`config.mk`:
```
export PLATFORM = sky130hd
export DESIGN_NAME = hchacha_perm_core
export DESIGN_NICKNAME = d
export VERILOG_FILES = /design/src/rtl/hchacha_pkg.sv /design/src/rtl/hchacha_sched.sv /design/src/rtl/hchacha_qr.sv /design/src/rtl/hchacha_perm_core.sv
export SDC_FILE = /design/constraint.sdc
export NUM_CORES = 2
export LEC_CHECK = 0
export BUFFER_PORTS_ARGS = -buffer_cell sky130_fd_sc_hd__clkbuf_2
export CORE_AREA = 2 2 402 404
export CTS_CLUSTER_SIZE = 30
export DETAILED_ROUTE_END_ITERATION = 12
export DIE_AREA = 0 0 404 406
export GPL_TIMING_DRIVEN = 0
export PLACE_DENSITY = 0.44
export SYNTH_ARGS = -nofsm -noshare
export SYNTH_HDL_FRONTEND = slang
export SYNTH_SLANG_ARGS = --single-unit
```
`constraint.sdc`:
```
create_clock -name clk -period 24.5 [get_ports clk]
set_clock_uncertainty 0.15 [all_clocks]
set_input_delay 3.675 -clock clk [delete_from_list [all_inputs] [get_ports clk]]
set_output_delay 3.675 -clock clk [all_outputs]
set_load 0.02 [all_outputs]
```
`src/rtl/hchacha_pkg.sv`:
```
package hchacha_pkg;

    localparam int WORD_W    = 32;
    localparam int NUM_WORDS = 16;
    localparam int LANES     = 4;

    typedef logic [WORD_W-1:0] word_t;

    // rotate a word left by a fixed amount
    function automatic word_t rotl(input word_t w, input int unsigned amt);
        return (w << amt) | (w >> (WORD_W - amt));
    endfunction

endpackage

```
`src/rtl/hchacha_sched.sv`:
```
// Maps the low step bits to the four word indices of the current quarter-round.
// slot[2] = 0 selects the column pass, 1 the diagonal pass; slot[1:0] is the group.
module hchacha_sched #(
    parameter int NW    = 16,
    parameter int LN    = 4,
    localparam int IDX_W = $clog2(NW),
    localparam int GRP_W = $clog2(LN)
) (
    input  logic [GRP_W:0]             slot,
    output logic [LN-1:0][IDX_W-1:0]   idx
);
    localparam int ROW = NW / LN;

    logic             diag;
    logic [GRP_W-1:0] grp;

    assign diag = slot[GRP_W];
    assign grp  = slot[GRP_W-1:0];

    for (genvar g = 0; g < LN; g++) begin : g_lane
        logic [GRP_W-1:0] col;
        // diagonal lanes shift their column by the lane number, wrapping in the row
        assign col    = diag ? GRP_W'(grp + GRP_W'(g)) : grp;
        assign idx[g] = IDX_W'(g * ROW) + IDX_W'(col);
    end

endmodule

```
`src/rtl/hchacha_qr.sv`:
```
// One full quarter-round as a combinational datapath.
module hchacha_qr
    import hchacha_pkg::*;
(
    input  word_t a_i,
    input  word_t b_i,
    input  word_t c_i,
    input  word_t d_i,
    output word_t a_o,
    output word_t b_o,
    output word_t c_o,
    output word_t d_o
);
    word_t a1, b1, c1, d1, a2, c2;

    always_comb begin
        a1  = a_i + b_i;
        d1  = rotl(d_i ^ a1, 16);
        c1  = c_i + d1;
        b1  = rotl(b_i ^ c1, 12);
        a2  = a1 + b1;
        d_o = rotl(d1 ^ a2, 8);
        c2  = c1 + d_o;
        b_o = rotl(b1 ^ c2, 7);
        a_o = a2;
        c_o = c2;
    end

endmodule

```
`src/rtl/hchacha_perm_core.sv`:
```
module hchacha_perm_core
    import hchacha_pkg::*;
#(
    parameter int DOUBLE_ROUNDS = 10,
    localparam int STATE_W = WORD_W * NUM_WORDS
) (
    input  logic               clk,
    input  logic               rst_n,
    input  logic               start_i,
    input  logic [STATE_W-1:0] state_i,
    output logic               busy_o,
    output logic               done_o,
    output logic [STATE_W-1:0] state_o
);
    localparam int STEPS = DOUBLE_ROUNDS * 2 * LANES;
    localparam int CNT_W = $clog2(STEPS + 1);
    localparam int IDX_W = $clog2(NUM_WORDS);
    localparam int GRP_W = $clog2(LANES);

    typedef struct packed {
        logic                        busy;
        logic                        done;
        logic [CNT_W-1:0]            step;
        word_t [NUM_WORDS-1:0]       st;
    } ctx_t;

    ctx_t ctx_d, ctx_q;

    logic [LANES-1:0][IDX_W-1:0] idx;
    word_t [LANES-1:0]           qin, qout;

    hchacha_sched #(.NW(NUM_WORDS), .LN(LANES)) u_sched (
        .slot (ctx_q.step[GRP_W:0]),
        .idx  (idx)
    );

    for (genvar g = 0; g < LANES; g++) begin : g_rd
        assign qin[g] = ctx_q.st[idx[g]];
    end

    hchacha_qr u_qr (
        .a_i (qin[0]), .b_i (qin[1]), .c_i (qin[2]), .d_i (qin[3]),
        .a_o (qout[0]), .b_o (qout[1]), .c_o (qout[2]), .d_o (qout[3])
    );

    always_comb begin
        ctx_d      = ctx_q;
        ctx_d.done = 1'b0;
        if (ctx_q.busy) begin
            for (int g = 0; g < LANES; g++) begin
                ctx_d.st[idx[g]] = qout[g];
            end
            if (ctx_q.step == CNT_W'(STEPS - 1)) begin
                ctx_d.busy = 1'b0;
                ctx_d.done = 1'b1;
                ctx_d.step = '0;
            end else begin
                ctx_d.step = ctx_q.step + 1'b1;
            end
        end else if (start_i) begin
            ctx_d.st   = state_i;
            ctx_d.busy = 1'b1;
            ctx_d.step = '0;
        end
    end

    always_ff @(posedge clk) begin
        if (!rst_n) begin
            ctx_q <= '0;
        end else begin
            ctx_q <= ctx_d;
        end
    end

    assign busy_o  = ctx_q.busy;
    assign done_o  = ctx_q.done;
    assign state_o = ctx_q.st;

endmodule

```
After elaboration in Yosys (flattened, before gate mapping)

Cells that the tools add are included.

Output and inout bits: 514
Input bits: 515
Register bits after elaboration: 521

Eq/ne operators: 1
$add $sub $neg: 11
Bitwise gates (word level): 8
Multiplexer cells: 29
$lt $le $gt $ge: 8
Reductions and logical operators: 6

Operators by type and width:

| kind                                                               | count |
|---|---|
| bitwise mux 512 bit                                                | 4 |
| 2-to-1 mux 519 bit                                                 | 2 |
| binary-select mux 32 bit (select 4 bit)                            | 3 |
| demux 32 bit (select 4 bit)                                        | 3 |
| 2-to-1 mux 32 bit                                                  | 8 |
| adder 32 bit                                                       | 4 |
| bitwise XOR 32 bit                                                 | 4 |
| binary-select mux 32 bit (select 2 bit)                            | 1 |
| demux 32 bit (select 2 bit)                                        | 1 |
| bitwise OR 32 x 12 -> 32 bit                                       | 1 |
| bitwise OR 32 x 16 -> 32 bit                                       | 1 |
| bitwise OR 32 x 7 -> 32 bit                                        | 1 |
| bitwise OR 32 x 8 -> 32 bit                                        | 1 |
| less-than comparator 4 x 5 -> 1 bit (second input constant)        | 3 |
| greater-or-equal comparator 4 x 1 -> 1 bit (second input constant) | 3 |
| 2-to-1 mux 2 bit                                                   | 4 |
| adder 7 x 1 -> 7 bit (second input constant)                       | 1 |
| equality test 7 bit (second input constant)                        | 1 |
| 2-to-1 mux 7 bit                                                   | 1 |
| less-than comparator 2 x 5 -> 1 bit (second input constant)        | 1 |
| adder 2 bit (second input constant)                                | 2 |
| adder 3 x 2 -> 4 bit (first input constant)                        | 1 |
| adder 3 x 3 -> 4 bit (first input constant)                        | 1 |
| adder 4 x 2 -> 4 bit (first input constant)                        | 1 |
| 6 further kinds                                                    | 10 |

Longest topological paths before layout

Word-level depth: 21
Gate-level depth with buffers: 79

Hierarchy

From an unflattened synthesis, not the netlist that was laid out.

Cell total of the unflattened synthesis: 7240
Area, all modules: 63724.9 µm²

By module, submodules not included:

| module            | area each (µm²) | times used | cells each | sequential area each (µm²) |
|---|---|---|---|---|
| hchacha_perm_core | 55891.1         | 1          | 6223       | 10430.0 |
| hchacha_qr        | 7691.1          | 1          | 997        | 0.0 |
| hchacha_sched     | 142.6           | 1          | 20         | 0.0 |

Least setup slack after synthesis

OpenSTA, ideal clock, no wires.

Kind: reg-to-reg
Start point: reg ctx_q[512] in the netlist's numbering
End point: reg ctx_q (netlist bit state_o[133])
Setup slack: 9024 ps
Stages on the path, launching flop included: 71
Required time: 24216 ps
Period minus slack after synthesis: 15476 ps
Arrival: 15192 ps
Cells stage by stage: dfxtp_1 buf_6 buf_6 nor2b_1 nor2_1 buf_2 clkbuf_1 buf_1 mux4_2 ha_1 nand3_1 nand2_1 or4_1 and2_1 a21oi_1 nor3_1 nand4_1 nand2_1 (+35 left out) ha_1 and3_1 nand2_1 nand2_1 a21o_1 nor3_1 a211oi_1 o2111ai_1 nand3_1 o211ai_1 o21ai_0 o221a_2 or2_2 a211oi_1 o21ai_0 xnor2_1 xor2_1 a21oi_1

Cells in the longest elaborated chain, start to end: 21
Elaborated cells on any way between the ends: 49
Those cells by class: add/sub: 10; order compare: 6; mux: 22; bitwise: 8; reduce/logical: 3

Ends and longest elaborated chain:

| what                                    | RTL line                | RTL |
|---|---|---|
| from (decl)                             | hchacha_perm_core.sv:27 | `ctx_t ctx_d, ctx_q;` |
| from (signal assigned)                  | hchacha_perm_core.sv:71 | `ctx_q <= ctx_d;` |
| adder 2 x 1 -> 2 bit                    | hchacha_sched.sv:23     | `assign col = diag ? GRP_W'(grp + GRP_W'(g)) : grp;` |
| 2-to-1 mux 2 bit                        | hchacha_sched.sv:23     |  |
| adder 3 x 2 -> 4 bit                    | hchacha_sched.sv:24     | `assign idx[g] = IDX_W'(g * ROW) + IDX_W'(col);` |
| binary-select mux 32 bit (select 4 bit) | hchacha_perm_core.sv:38 | `assign qin[g] = ctx_q.st[idx[g]];` |
| 2-to-1 mux 32 bit (not written as such) | hchacha_perm_core.sv:38 |  |
| adder 32 bit                            | hchacha_qr.sv:17        | `a1 = a_i + b_i;` |
| bitwise XOR 32 bit                      | hchacha_qr.sv:18        | `d1 = rotl(d_i ^ a1, 16);` |
| bitwise OR 32 x 16 -> 32 bit            | hchacha_pkg.sv:11       | `return (w << amt) \| (w >> (WORD_W - amt));` |
| (+4 left out)                           | -                       |  |
| bitwise XOR 32 bit                      | hchacha_qr.sv:22        | `d_o = rotl(d1 ^ a2, 8);` |
| bitwise OR 32 x 8 -> 32 bit             | hchacha_pkg.sv:11       |  |
| adder 32 bit                            | hchacha_qr.sv:23        | `c2 = c1 + d_o;` |
| bitwise XOR 32 bit                      | hchacha_qr.sv:24        | `b_o = rotl(b1 ^ c2, 7);` |
| bitwise OR 32 x 7 -> 32 bit             | hchacha_pkg.sv:11       |  |
| bitwise mux 512 bit (2 in a row)        | hchacha_perm_core.sv:51 | `ctx_d.st[idx[g]] = qout[g];` |
| bitwise mux 512 bit *                   | hchacha_perm_core.sv:51 |  |
| 2-to-1 mux 519 bit *                    | hchacha_perm_core.sv:49 | `if (ctx_q.busy) begin` |

Mark *: on every way between the ends. The rest lies on a longest branch, timed or not. The select of a mux whose other input is x is not followed.
A chain may end at the register's enable or synchronous reset.

Worst setup path after layout

Start point: reg ctx_q[513] in the netlist's numbering
End point: reg ctx_q (netlist bit state_o[133])

The elaborated chain is that of the path after synthesis.

==> results.py <==
metrics = {
    "floorplan": {
        "die_y_um": 406,
        "ios": 1029,
        "die_x_um": 404,
        "core-area_mm2": 0.1596,
        "start_util": 0.2340,
        "dieArea_mm2": 0.1640,
        "placementRows": 147,
    },
    "synth": {
        "synth_cell_type_count": 107,
        "synth_enable_flop_cells": 0,
        "synth-seq-cells": 521,
        "synth_ff_type": "dfxtp_1",
        "syn-cell-area_mm2": 0.03736,
        "syn_area_per_cell_um2": 8.346,
        "syn_nets": 5118,
        "syn_inst": 4477,
        "synth_largest_area_cell": "dfxtp_1",
        "yosysTopAreaCellShare": 0.2792,
        "yosysSeqAreaShare": 0.2792,
        "yosysWarnings": 0,
        "async_reset_ff_frac": 0,
        "synth_area_leaders": "dfxtp_1, buf_4, mux4_2",
    },
    "placed_design": {
        "gp_congestion": 1.009,
        "placed_cell_area_mm2": 0.04519,
        "dp_hpwl_mm": 226.4,
        "port_buffers": 1027,
    },
    "cts": {
        "cts_made_buffers": 72,
        "clkSlewWorstSetupHoldPaths_ns": 0.06,
        "clk-insertion-delay-late_ns": 0.71,
        "root_buffer": "clkbuf_16",
        "clk_path_buf_depth": 3,
        "cts_resized": 0,
        "htreeDepth": 3,
        "cts_tree": "built",
        "cts_setup_buffers": 0,
        "clkSinkCount": 521,
        "ctsHoldBuffers": 0,
    },
    "worst_setup_path": {
        "crit_path_frequent_cell": "o21ai_0",
        "path_max_fanout": 10,
        "endpoint_kind": "flop",
        "cpPeakStageDelay_ns": 0.92,
        "critPathSlowestCell": "xor2_1",
        "worst_ep_arrival_time_ns": 23.15,
        "cp-start-kind": "flop",
        "required_ns": 24.89,
        "crit_type": "flop to flop",
    },
    "routing": {
        "wl_per_cell_um": 35.00,
        "drc": 0,
        "drt-vias-per-instance": 5.365,
        "drt_first_pass_iters": 6,
        "first_iter_violations": 4252,
        "vias": 41490,
        "drt-total-wl_mm": 270.7,
        "ant_nets": 0,
    },
    "timing": {
        "setup_violations": 0,
        "min_period_over_period": 0.9288,
        "worstMarginPinSlew_ns": 1.649,
        "rsz0062_at_grt": "no",
        "relSlewSlack": -0.09907,
        "period_needed_ns": 22.76,
        "slew_violations": 39,
        "fmax_ghz": 0.04395,
        "hold_viol_final": 0,
    },
    "layout": {
        "drive_gt1_frac": 0.3338,
        "area_growth_pct": 27.56,
        "finalInstanceArea_mm2": 0.04766,
        "layout.nets": 6222,
        "fillers": 17530,
    },
    "hold_path": {
        "hold_path.class": "flop to flop",
    },
    "global_routing": {
        "grtUsageTotal": 0.3156,
        "globalRouteOverflowTotal": 0,
        "antenna_found_initial": 39,
        "grt_pass1_wl_mm": 350.9,
        "grt_pass1_vias": 39370,
        "grt_start_max_net_pins": 12,
    },
    "status": {
        "violations": "capacitance limit, slew limit",
        "status": "finished, violations left",
    },
    "flow_run": {
        "maxCapViolations": 5,
    },
}
[cells in the mapped netlist (all sizes together), types with 5 or more instances]
master,n
a2111oi,10
a211oi,23
a21boi,10
a21o,59
a21oi,438
a221oi,6
a22oi,10
a31o,5
a31oi,13
a41oi,5
and2,28
and3,99
and4,6
buf,548
clkbuf,263
dfxtp,521
ha,122
inv,82
mux2,14
mux2i,30
mux4,119
nand2,678
nand2b,22
nand3,261
nand4,12
nor2,141
nor2b,23
nor3,29
o2111ai,9
o211a,104
o211ai,17
o21a,23
o21ai,135
o21bai,11
o221ai,235
o22ai,12
o31ai,5
or2,14
or3,13
xnor2,138
xnor3,8
xor2,119
[logic make-up after synthesis]
| family | share of synthesized area |
|---|---|
| adders and majority gates | 0.04330 |
| DFF | 0.2792 |
| AOI/OAI and AO/OA | 0.2189 |
| and+or+nand+nor | 0.1610 |
| buffers and inverters | 0.1445 |
| xor gates and xnor gates | 0.06912 |
| muxes | 0.08399 |
[area by class of cell]
class | count | area, um^2 | area share
Timing Repair Buffer | 1030 | 5177 | 0.1086
Buffer | 811 | 5104 | 0.1071
Inverter | 83 | 311.5 | 0.006537
Tap cell | 2086 | 2610 | 0.05476
Clock inverter | 20 | 259.0 | 0.005434
Sequential cell | 521 | 10430 | 0.2188
Clock buffer | 105 | 2162 | 0.04536
Antenna cell | 16 | 40.04 | 0.0008400
Multi-Input combinational cell | 3062 | 21570 | 0.4525
[through the flow]
stage | util | TNS, ns | instances | hold slack, ns | setup WS [ns]
after floorplan | - | 0 | 4477 | 0.3087 | 9.024
after global placement | 0.2826 | -1.640 | 7590 | 0.3257 | -0.2718
after detailed placement | 0.2831 | 0 | 7593 | 0.3376 | 2.119
after CTS | 0.2982 | 0 | 7718 | 0.3506 | 2.060
after global routing | 0.2985 | 0 | 7730 | 0.3684 | 0.7097
final | 0.2985 | 0 | 7734 | 0.3528 | 1.744
[layer usage]
layer  vias to the layer above  routed length, um  share of wire  track usage
li1                      17960                  -              -            -
met1                     20860             108300           0.40       0.3835
met2                      2185             129000           0.48       0.5340
met3                       454              17840          0.066      0.05541
met4                        30              15240          0.056       0.1604
met5                         -                201        0.00074            0
[registers in the layout (all words and copies together), names as in the netlist]
name	count
state_o	512
ctx_q	7
busy_o	1
done_o	1
[worst max-delay path: cells and delay by family, from the launching register on]
kind                     cells  cell delay, ns
multiplexers                 1            0.56
AND/OR/NAND/NOR              7            1.18
AO/OA/AOI/OAI               37            9.55
flip-flops                   1            0.41
XOR/XNOR                     8            5.16
adder cells (fa/ha/maj)      9            2.71
buffers and inverters       13            2.81
[worst paths after layout]
check                                          startpoint                         to  slack [ns]  depth (start not counted)
worst max-delay path              ctx_q[513]$_SDFFE_PN0P_  state_o[133]$_SDFFE_PN0P_        1.74                         75
worst min-delay path            state_o[352]$_SDFFE_PN0P_  state_o[352]$_SDFFE_PN0P_        0.35                          2
worst max register to register    ctx_q[513]$_SDFFE_PN0P_  state_o[133]$_SDFFE_PN0P_        1.74                         75
worst min register to register  state_o[352]$_SDFFE_PN0P_  state_o[352]$_SDFFE_PN0P_        0.35                          2
[cells in the final DEF, fill, tap and decap left out, drive strengths merged, types with 135 or more instances in the layout]
master  instances
a21oi         438
nand2         678
dfxtp         521
o221ai        235
nand3         261
buf           551
xnor2         138
nor2          141
o21ai         135
clkbuf       1395
Power is not shown: default switching activity piles up to over one toggle a cycle in this logic, so the estimate is an artifact.
